==> src/rtl/bp_trig_pkg.sv <==
package bp_trig_pkg;

    localparam int DATA_W    = 32;
    localparam int LVL_W     = 13;
    localparam int HALF_W    = 16;
    localparam int NUM_LVL   = 2;
    localparam int NUM_CASES = 7;

    typedef enum logic [1:0] {
        RSP_TRACE = 2'b00,
        RSP_HALT  = 2'b01,
        RSP_IRQ   = 2'b10,
        RSP_RSVD  = 2'b11
    } rsp_e;

    typedef enum logic [1:0] {
        SZ_BYTE = 2'b00,
        SZ_WORD = 2'b01,
        SZ_LONG = 2'b10,
        SZ_NONE = 2'b11
    } size_e;

    // one level field, MSB first: case enables, inversions, enables, mode
    typedef struct packed {
        logic [NUM_CASES-1:0] case_en; // [0] long, [1] word hi, [2] word lo, [3..6] byte lanes
        logic                 data_inv;
        logic                 addr_inv;
        logic                 addr_en;
        logic                 pc_inv;
        logic                 pc_en;
        logic                 mode_or;
    } lvl_cfg_t;

    typedef struct packed {
        rsp_e     rsp;
        lvl_cfg_t lvl2;
        lvl_cfg_t lvl1;
    } trig_cfg_t;

    function automatic trig_cfg_t unpack_cfg(input logic [DATA_W-1:0] w);
        trig_cfg_t c;
        c.rsp  = rsp_e'(w[DATA_W-1 -: 2]);
        c.lvl2 = lvl_cfg_t'(w[HALF_W +: LVL_W]);
        c.lvl1 = lvl_cfg_t'(w[0 +: LVL_W]);
        return c;
    endfunction

endpackage

==> src/rtl/bp_data_sel.sv <==
module bp_data_sel
    import bp_trig_pkg::*;
(
    input  logic [1:0]           addr_lo,
    input  logic [1:0]           size,
    input  logic [DATA_W-1:0]    data,
    input  logic [DATA_W-1:0]    data_ref,
    output logic [NUM_CASES-1:0] case_oh,
    output logic                 value_eq
);
    logic [DATA_W-1:0] operand;
    logic [DATA_W-1:0] width_mask;

    always_comb begin
        case_oh    = '0;
        operand    = '0;
        width_mask = '0;
        unique case (size_e'(size))
            SZ_LONG: begin
                case_oh[0] = 1'b1;
                operand    = data;
                width_mask = '1;
            end
            SZ_WORD: begin
                case_oh    = addr_lo[1] ? NUM_CASES'(4) : NUM_CASES'(2);
                operand    = {16'h0, addr_lo[1] ? data[15:0] : data[31:16]};
                width_mask = 32'h0000_FFFF;
            end
            SZ_BYTE: begin
                case_oh    = NUM_CASES'(8) << addr_lo;
                operand    = {24'h0, data[8*(3-addr_lo) +: 8]};
                width_mask = 32'h0000_00FF;
            end
            default: begin
                case_oh = '0;
            end
        endcase
    end

    assign value_eq = (operand == (data_ref & width_mask));

endmodule

==> src/rtl/bp_level_eval.sv <==
module bp_level_eval
    import bp_trig_pkg::*;
(
    input  lvl_cfg_t             cfg,
    input  logic                 valid,
    input  logic                 pc_hit,
    input  logic                 addr_hit,
    input  logic [NUM_CASES-1:0] case_oh,
    input  logic                 value_eq,
    output logic                 any_en,
    output logic                 fire
);
    logic data_en, pc_c, addr_c, data_c;
    logic pc_t, addr_t, data_t;
    logic and_form, or_form;

    assign data_en = |cfg.case_en;
    assign pc_c    = pc_hit ^ cfg.pc_inv;
    assign addr_c  = addr_hit ^ cfg.addr_inv;
    assign data_c  = (|(cfg.case_en & case_oh)) & (value_eq ^ cfg.data_inv);

    assign pc_t   = cfg.pc_en   ? pc_c   : 1'b1;
    assign addr_t = cfg.addr_en ? addr_c : 1'b1;
    assign data_t = data_en     ? data_c : 1'b1;

    assign any_en   = cfg.pc_en | cfg.addr_en | data_en;
    assign and_form = pc_t & addr_t & data_t;
    assign or_form  = (cfg.pc_en & pc_c) | ((cfg.addr_en | data_en) & addr_t & data_t);
    assign fire     = valid & any_en & (cfg.mode_or ? or_form : and_form);

    always_comb begin
        if (!any_en) assert_idle_level_R8: assert (!fire);
    end

endmodule

==> src/rtl/bp_trigger.sv <==
module bp_trigger
    import bp_trig_pkg::*;
(
    input  logic              clk,
    input  logic              rst,
    input  logic              cfg_we,
    input  logic [31:0]       cfg_wdata,
    input  logic              acc_valid,
    input  logic [1:0]        acc_addr_lo,
    input  logic [1:0]        acc_size,
    input  logic [31:0]       acc_data,
    input  logic [31:0]       data_ref,
    input  logic              pc_hit,
    input  logic              addr_hit,
    output logic              trig_done,
    output logic              halt_req,
    output logic              dbg_irq,
    output logic              lvl1_armed
);
    trig_cfg_t cfg_q;
    logic      unused_cfg_bits;

    assign unused_cfg_bits = ^{cfg_wdata[29], cfg_wdata[15:13]};

    always_ff @(posedge clk) begin
        if (rst)         cfg_q <= '0;
        else if (cfg_we) cfg_q <= unpack_cfg(cfg_wdata);
    end

    logic [NUM_CASES-1:0] case_oh;
    logic                 value_eq;

    bp_data_sel u_sel (
        .addr_lo  (acc_addr_lo),
        .size     (acc_size),
        .data     (acc_data),
        .data_ref (data_ref),
        .case_oh  (case_oh),
        .value_eq (value_eq)
    );

    lvl_cfg_t           lvl_cfg [NUM_LVL];
    logic [NUM_LVL-1:0] lvl_any;
    logic [NUM_LVL-1:0] lvl_fire;

    assign lvl_cfg[0] = cfg_q.lvl1;
    assign lvl_cfg[1] = cfg_q.lvl2;

    for (genvar g = 0; g < NUM_LVL; g++) begin : g_lvl
        bp_level_eval u_lvl (
            .cfg      (lvl_cfg[g]),
            .valid    (acc_valid),
            .pc_hit   (pc_hit),
            .addr_hit (addr_hit),
            .case_oh  (case_oh),
            .value_eq (value_eq),
            .any_en   (lvl_any[g]),
            .fire     (lvl_fire[g])
        );
    end

    logic two_lvl, complete, arm_set;

    assign two_lvl  = lvl_any[1];
    assign complete = !cfg_we && (two_lvl ? (lvl1_armed && lvl_fire[1]) : lvl_fire[0]);
    assign arm_set  = !cfg_we && two_lvl && !lvl1_armed && lvl_fire[0];

    always_ff @(posedge clk) begin
        if (rst || cfg_we)  lvl1_armed <= 1'b0;
        else if (complete)  lvl1_armed <= 1'b0;
        else if (arm_set)   lvl1_armed <= 1'b1;
    end

    always_ff @(posedge clk) begin
        if (rst) begin
            trig_done <= 1'b0;
            halt_req  <= 1'b0;
            dbg_irq   <= 1'b0;
        end else begin
            trig_done <= complete;
            halt_req  <= complete && (cfg_q.rsp == RSP_HALT);
            dbg_irq   <= complete && (cfg_q.rsp == RSP_IRQ);
        end
    end

    assert_halt_has_done_R11: assert property (@(posedge clk) disable iff (rst)
        halt_req |-> trig_done);
    assert_irq_has_done_R11: assert property (@(posedge clk) disable iff (rst)
        dbg_irq |-> trig_done);
    assert_rsvd_silent_R11: assert property (@(posedge clk) disable iff (rst)
        $past(cfg_q.rsp == RSP_RSVD) |-> (!halt_req && !dbg_irq));
    assert_write_disarms_R10: assert property (@(posedge clk) disable iff (rst)
        $past(cfg_we) |-> (!lvl1_armed && !trig_done));
    assert_done_disarms_R9: assert property (@(posedge clk) disable iff (rst)
        (trig_done && $past(two_lvl)) |-> !lvl1_armed);
    assert_arm_needs_acc_R12: assert property (@(posedge clk) disable iff (rst)
        $rose(lvl1_armed) |-> $past(acc_valid));

endmodule

==> config.mk <==
export PLATFORM = sky130hd
export DESIGN_NAME = bp_trigger
export DESIGN_NICKNAME = d
export VERILOG_FILES = /design/src/rtl/bp_trig_pkg.sv /design/src/rtl/bp_data_sel.sv /design/src/rtl/bp_level_eval.sv /design/src/rtl/bp_trigger.sv
export SDC_FILE = /design/constraint.sdc
export NUM_CORES = 1
export LEC_CHECK = 0
export BUFFER_PORTS_ARGS = -buffer_cell sky130_fd_sc_hd__buf_2
export CELL_PAD_IN_SITES_DETAIL_PLACEMENT = 0
export CELL_PAD_IN_SITES_GLOBAL_PLACEMENT = 1
export CORE_ASPECT_RATIO = 1.75
export CORE_MARGIN = 3
export CORE_UTILIZATION = 37
export DETAILED_ROUTE_END_ITERATION = 8
export GPL_TIMING_DRIVEN = 0
export PLACE_DENSITY = 0.95
export SKIP_CTS_REPAIR_TIMING = 1
export SLEW_MARGIN = 30
export SYNTH_ARGS = -nofsm -noshare
export SYNTH_HDL_FRONTEND = slang
export SYNTH_SLANG_ARGS = --single-unit
export TNS_END_PERCENT = 20
==> constraint.sdc <==
create_clock -name clk -period 5 [get_ports clk]
set_input_delay 0.5 -clock clk [delete_from_list [all_inputs] [get_ports clk]]
set_output_delay 0.5 -clock clk [all_outputs]
set_load 0.01 [all_outputs]
==> impl_metrics.json, run 1 <==
{
  "path_cells": "buf_2 -> inv_1 -> ha_1 -> clkbuf_1 -> a21o_1 -> o21ai_0 -> and3_1 -> nor4_1 -> a41oi_1 -> or3_4 -> a211o_1 -> a2111oi_2",
  "drv_slew": 0,
  "min_period_ns": 3.65,
  "synthSimpleGateAreaFrac_pct": 23.6,
  "start_kind": "primary input",
  "clock-sinks": 32,
  "setup_viol": 0,
  "initial_core_util_pct": 38.2,
  "cts_tree": "done",
  "yosysSeqAreaShare_pct": 24.5,
  "syn2layout_area_growth_pct": 30.5,
  "ant_nets": 0,
  "htreeDepth": 2,
  "power.switching_mw": 0.224,
  "synth_top_cell_by_area": "dfxtp_1",
  "syn-instance-count": 315,
  "diodes": 0,
  "gr-usage-met1_pct": 20.0,
  "use_met2_pct": 37.8,
  "clk_latency_ns": 0.28,
  "nets": 534,
  "num_io_pins": 110,
  "tns_ns": 0,
  "synth-edff-count": 0,
  "crit_buf_inv": 3,
  "slowest_stage": "clkbuf_1",
  "routed_wl_mm": 8.32,
  "required_ns": 5.17,
  "path_clk_slew_ns": 0.05,
  "fin_crit_sh_pct": 73.1,
  "drc": 0,
  "hp-class": "primary input to flip-flop",
  "finalHoldViolCount": 0,
  "synthMuxAreaShare_pct": 17.8,
  "grt_overflow_total": 0,
  "fp-row-count": 40,
  "drtPass1Iterations": 4,
  "vias": 2802,
  "max_freq_mhz": 274,
  "avgRoutedWirePerCell_um": 16.3,
  "grt_busiest_layer": "met2",
  "yosysUniqueCellTypes": 54,
  "path_delay_family": "compound AO/OA/AOI/OAI gates",
  "critical_path_arrival_ns": 3.82,
  "path_max_fanout": 10,
  "endpoint_kind": "flip-flop",
  "design_area_um2": 3420,
  "cts_buffer_depth": 2,
  "p_seq_share_pct": 32.8,
  "syn_nets": 425,
  "grt_pass1_vias": 2785,
  "status": "complete, no violations",
  "antenna_found_initial": 0,
  "ys_top_cells_by_area": "dfxtp_1, mux2i_1, xnor2_1",
  "cts_made_buffers": 5,
  "die_w_um": 69.6,
  "switching_share_pct": 26.1,
  "clkPwrFrac_pct": 43.0,
  "power.internal_mw": 0.633,
  "place_area_um2": 3240,
  "critPathMaxStageDelay_ns": 0.47,
  "finalClockSkew_ns": 0.00627,
  "yosys.area.top_type_share_pct": 24.5,
  "relSlewSlack_pct": 48.6,
  "ys.flop_type": "dfxtp_1",
  "first_iter_violations": 156,
  "final_layout_size_suffix_gt1_share_pct": 30.4,
  "cellPowerDensity_nw_per_um2": 251,
  "fp.coreArea_um2": 6860,
  "synth-xor-area-share_pct": 6.69,
  "drv_cap": 0,
  "avgSynthCellArea_um2": 8.32,
  "grt_pass1_wl_mm": 12.9,
  "netlist_area_um2": 2620,
  "gp_congestion": 0.895,
  "rsz0062_at_grt": "no",
  "yosysWarnings": 0,
  "cts_root_buf": "clkbuf_16",
  "irDropWorstVdd_mv": 0.122,
  "dp_hpwl_mm": 6.93,
  "synth_top_family_by_area": "simple AND/OR/NAND/NOR gates",
  "synthAdderAreaFrac_pct": 1.91,
  "path_class": "primary input to flip-flop",
  "viasPerCell": 5.50,
  "worst-slew-pin-transition_ns": 0.771,
  "grt_usage_pct": 19.8,
  "fill_cells": 657,
  "ys_seq_elements": 32,
  "portBuffers": 102,
  "power_frac_comb_pct": 24.3,
  "synth_compound_area_share_pct": 21.1,
  "p_leak_nw": 1.57,
  "chipHeight_um": 117,
  "die_area_um2": 8170,
  "grt_max_degree": 11,
  "synth-async-reset-ratio_pct": 0,
  "global_route.usage.met3_pct": 3.00
}
worst register-to-register path, cell delays in order, from the launching register on:
cell and delay, ns:
dfxtp_1 0.33, mux4_2 0.46, a221o_1 0.38, o2111a_1 0.29
o31a_1 0.33, nor2_1 0.09, nor4b_1 0.28, a211o_1 0.22
and4_1 0.19
Yosys cell counts, drive strengths merged, types with 2 or more instances:
| cell type | instances |
|---|---|
| nand2 | 20 |
| o2111a | 2 |
| xor2 | 2 |
| a21oi | 11 |
| a2111oi | 2 |
| dfxtp | 32 |
| mux2i | 33 |
| nor3b | 3 |
| clkbuf | 8 |
| nor3 | 9 |
| xnor2 | 18 |
| nand2b | 2 |
| a221oi | 4 |
| o32a | 2 |
| a22oi | 4 |
| nand3b | 3 |
| and3b | 5 |
| and3 | 10 |
| buf | 7 |
| mux2 | 10 |
| nor4 | 12 |
| nor2 | 34 |
| inv | 11 |
| o21ai | 14 |
| nand4 | 4 |
| a221o | 5 |
| nor2b | 6 |
| a21boi | 6 |
| nor4b | 2 |
| a21o | 5 |
| ha | 4 |
| and4 | 2 |
| a32oi | 6 |
| a211oi | 3 |
per-layer routing:
| metal | share of wire [%] | vias up | routed length, µm |
|---|---|---|---|
| met5 | 0 | - | 0 |
| met1 | 36 | 1277 | 3020 |
| met2 | 54 | 112 | 4530 |
| li1 | - | 1398 | - |
| met3 | 6.1 | 15 | 511 |
| met4 | 3.1 | 0 | 259 |
per-stage QoR:
stage	hold WS [ns]	power, mW	setup slack, ns	utilization (%)	std cells
finish	0.459	0.857	1.35	49.9	509
global route	0.474	0.894	1.12	49.9	509
CTS	0.458	0.863	1.33	49.9	509
detailed placement	0.467	0.493	1.06	47.2	501
global placement	0.452	0.489	1.09	47.2	501
floorplan	0.435	0.410	1.71	-	315
power by group through the flow:
stage / Clock (mW) / Sequential [mW] / Combinational [mW]
global placement: 0 / 0.285 / 0.204
floorplan: 0 / 0.282 / 0.128
detailed placement: 0 / 0.286 / 0.207
finish: 0.368 / 0.281 / 0.208
global route: 0.382 / 0.282 / 0.230
CTS: 0.374 / 0.281 / 0.208
kinds of logic after synthesis:
group,count (synthesis)
xor gates and xnor gates,20
DFF,32
and+or+nand+nor,116
adders and majority gates,4
buffers and inverters,26
AOI/OAI and AO/OA,73
muxes,44
worst paths after layout:
kind,cells after the start,start,to,slack [ns]
max,12,acc_size[1],halt_req,1.35
min,3,cfg_wdata[9],cfg_q[9],0.46
max reg2reg,8,cfg_q[11],lvl1_armed,2.36
min reg2reg,2,cfg_q[27],dbg_irq,0.47
state kept, by name, summed over array words and instances (netlist names):
register and count:
lvl1_armed 1, cfg_q 28, halt_req 1, dbg_irq 1
trig_done 1
area by class of cell:
| cell class | count | area [µm²] | area share [%] |
|---|---|---|---|
| Sequential cell | 32 | 641 | 18.7 |
| Clock buffer | 7 | 153 | 4.47 |
| Inverter | 11 | 41.3 | 1.21 |
| Timing Repair Buffer | 102 | 510 | 14.9 |
| Multi-Input combinational cell | 257 | 1860 | 54.4 |
| Tap cell | 84 | 105 | 3.07 |
| Buffer | 15 | 77.6 | 2.27 |
| Clock inverter | 1 | 30.0 | 0.878 |
cells in the final DEF (no fill, tap or decap), drive strengths merged, types with 5 or more instances in the layout:
| master | Yosys | layout |
|---|---|---|
| mux2 | 10 | 10 |
| a21o | 5 | 5 |
| nand2 | 20 | 20 |
| mux2i | 33 | 33 |
| a21oi | 11 | 11 |
| a32oi | 6 | 6 |
| dfxtp | 32 | 32 |
| and3b | 5 | 5 |
| nor2 | 34 | 34 |
| clkbuf | 8 | 15 |
| nor4 | 12 | 12 |
| xnor2 | 18 | 18 |
| inv | 11 | 11 |
| buf | 7 | 109 |
| o21ai | 14 | 14 |
| nor3 | 9 | 9 |
| a221o | 5 | 5 |
| nor2b | 6 | 6 |
| and3 | 10 | 10 |
| a21boi | 6 | 6 |
Power figures use the tool's default switching activity.
==> run 2, diff against run 1 <==
CORE_UTILIZATION = 35   (was 37)
PLACE_DENSITY = 0.92   (was 0.95)
clock period = 3.4 ns   (was 5 ns; I/O delays follow)
==> impl_metrics.json, run 2 (same netlist as run 1, synthesis figures left out) <==
{
  "critical_path_arrival_ns": 3.36,
  "cts_tree": "done",
  "drv_slew": 0,
  "critPathMaxStageDelay_ns": 0.54,
  "r2r-start": "cfg_q[12]",
  "final_core_util_pct": 47.4,
  "setup_viol": 0,
  "die_area_um2": 8600,
  "whs_path_depth": 3,
  "first_iter_violations": 154,
  "dp_hpwl_mm": 7.00,
  "fp-row-count": 41,
  "fin_crit_sh_pct": 93.7,
  "layout_common_cells": "buf_2, nor2_1, mux2i_1",
  "die_w_um": 71.4,
  "cts_buffer_depth": 2,
  "grt_overflow_total": 0,
  "start_kind": "primary input",
  "initial_core_util_pct": 36.2,
  "hp-class": "primary input to flip-flop",
  "ant_nets": 0,
  "crit_buf_inv": 3,
  "grt_pass1_vias": 2797,
  "cellPowerDensity_nw_per_um2": 344,
  "reg2regPathDepth": 8,
  "power.switching_mw": 0.342,
  "clk_latency_ns": 0.28,
  "rsz0062_at_grt": "no",
  "cts_made_buffers": 5,
  "drc": 0,
  "gp_congestion": 0.990,
  "relSlewSlack_pct": 49.1,
  "r2r-end": "lvl1_armed",
  "path_clk_slew_ns": 0.05,
  "drtPass1Iterations": 4,
  "clkPwrFrac_pct": 38.3,
  "finalClockSkew_ns": 0.00239,
  "syn2layout_area_growth_pct": 30.9,
  "regMostFlops": "cfg_q",
  "endpoint_kind": "flip-flop",
  "nets": 534,
  "path_delay_family": "compound AO/OA/AOI/OAI gates",
  "chipHeight_um": 120,
  "switching_share_pct": 29.0,
  "p_seq_share_pct": 35.0,
  "viasPerCell": 5.53,
  "path_class": "primary input to flip-flop",
  "rrSetupSlack_ns": 0.67,
  "tns_ns": 0,
  "path_max_fanout": 10,
  "irDropWorstVdd_mv": 0.167,
  "portBuffers": 102,
  "avgRoutedWirePerCell_um": 16.7,
  "power.internal_mw": 0.837,
  "grt_pass1_wl_mm": 13.2,
  "clock-sinks": 32,
  "grt_max_degree": 11,
  "drv_cap": 0,
  "diodes": 0,
  "max_freq_mhz": 314,
  "vias": 2824,
  "path_cells": "buf_2 -> inv_1 -> ha_1 -> clkbuf_4 -> a21boi_0 -> a221o_1 -> nor4_2 -> a211oi_1 -> or4_4 -> or3_4 -> a211o_1 -> a2111oi_2",
  "fp.coreArea_um2": 7230,
  "finalHoldViolCount": 0,
  "final_layout_size_suffix_gt1_share_pct": 32.2,
  "slowest_stage": "or4_4",
  "grt_usage_pct": 19.7,
  "worst-slew-pin-transition_ns": 0.763,
  "layout_commonest_cell": "buf_2",
  "power_frac_comb_pct": 26.8,
  "min_to": "cfg_q[18]",
  "status": "complete, no violations",
  "antenna_found_initial": 0,
  "p_leak_nw": 1.56,
  "largest_reg_flops": 28,
  "required_ns": 3.57,
  "holdCritStartpoint": "cfg_wdata[21]",
  "min_period_ns": 3.19,
  "num_io_pins": 110,
  "htreeDepth": 2,
  "routed_wl_mm": 8.52,
  "cts_root_buf": "clkbuf_16"
}
run 2: cell types whose count changed in the layout (fill, tap and decap cells not counted), moves of 2 or more:
cell      previous run  this run
clkbuf_4             0         3
nor4_1              12         9
nor4_2               0         3
clkinv_2             0         2
ha_1                 4         2
ha_2                 0         2
run 2: final cells by class:
cell class / count / area, µm²
Tap cell: 86 / 108
Multi-Input combinational cell: 257 / 1890
Inverter: 11 / 41.3
Clock buffer: 6 / 139
Clock inverter: 2 / 10.0
Buffer: 15 / 87.6
Fill cell: 716 / 3800
Sequential cell: 32 / 641
Timing Repair Buffer: 102 / 510
run 2: worst reg2reg max path, stage by stage (launching register included):
cell	delay [ns]
dfxtp_1	0.32
mux4_2	0.48
a221o_1	0.39
o2111a_1	0.29
o31a_1	0.34
nor2_1	0.10
nor4b_1	0.33
a211o_1	0.23
and4_1	0.19
run 2: power groups by stage:
stage / Clock, mW / Combinational (mW) / Sequential (mW)
after floorplan: 0 / 0.188 / 0.415
after global placement: 0 / 0.301 / 0.419
after detailed placement: 0 / 0.306 / 0.420
after CTS: 0.457 / 0.308 / 0.412
after global routing: 0.475 / 0.346 / 0.415
final: 0.451 / 0.316 / 0.412
run 2: stage by stage:
step | instances | worst slack, ns | hold slack, ns | cell area, µm² | total power, mW
after floorplan | 315 | 0.274 | 0.409 | 2620 | 0.603
after CTS | 511 | -0.134 | 0.301 | 3390 | 1.18
final | 511 | 0.214 | 0.297 | 3430 | 1.18
after detailed placement | 503 | -0.419 | 0.457 | 3240 | 0.726
after global routing | 511 | 0.0415 | 0.303 | 3430 | 1.24
after global placement | 503 | -0.399 | 0.453 | 3240 | 0.720
run 2: how the worst max path moves through the flow:
stage                           start        to  slack [ns]  cells past startpoint
after floorplan           acc_size[0]  halt_req        0.27                     11
after global placement    acc_size[1]  halt_req       -0.40                     12
after detailed placement  acc_size[1]  halt_req       -0.42                     12
after CTS                 acc_size[1]  halt_req       -0.13                     12
after global routing      acc_size[0]  halt_req        0.04                     12
final                     acc_size[0]  halt_req        0.21                     12
run 2: metal layers:
| layer | part of all wire, % | wire, µm | GRT usage [%] | vias up |
|---|---|---|---|---|
| met1 | 38 | 3210 | 20.4 | 1308 |
| met2 | 55 | 4680 | 37.7 | 104 |
| met4 | 2.3 | 199 | 8.47 | 0 |
| met3 | 5.0 | 430 | 2.91 | 11 |
| met5 | 0 | 0 | 0 | - |
| li1 | - | - | - | 1401 |
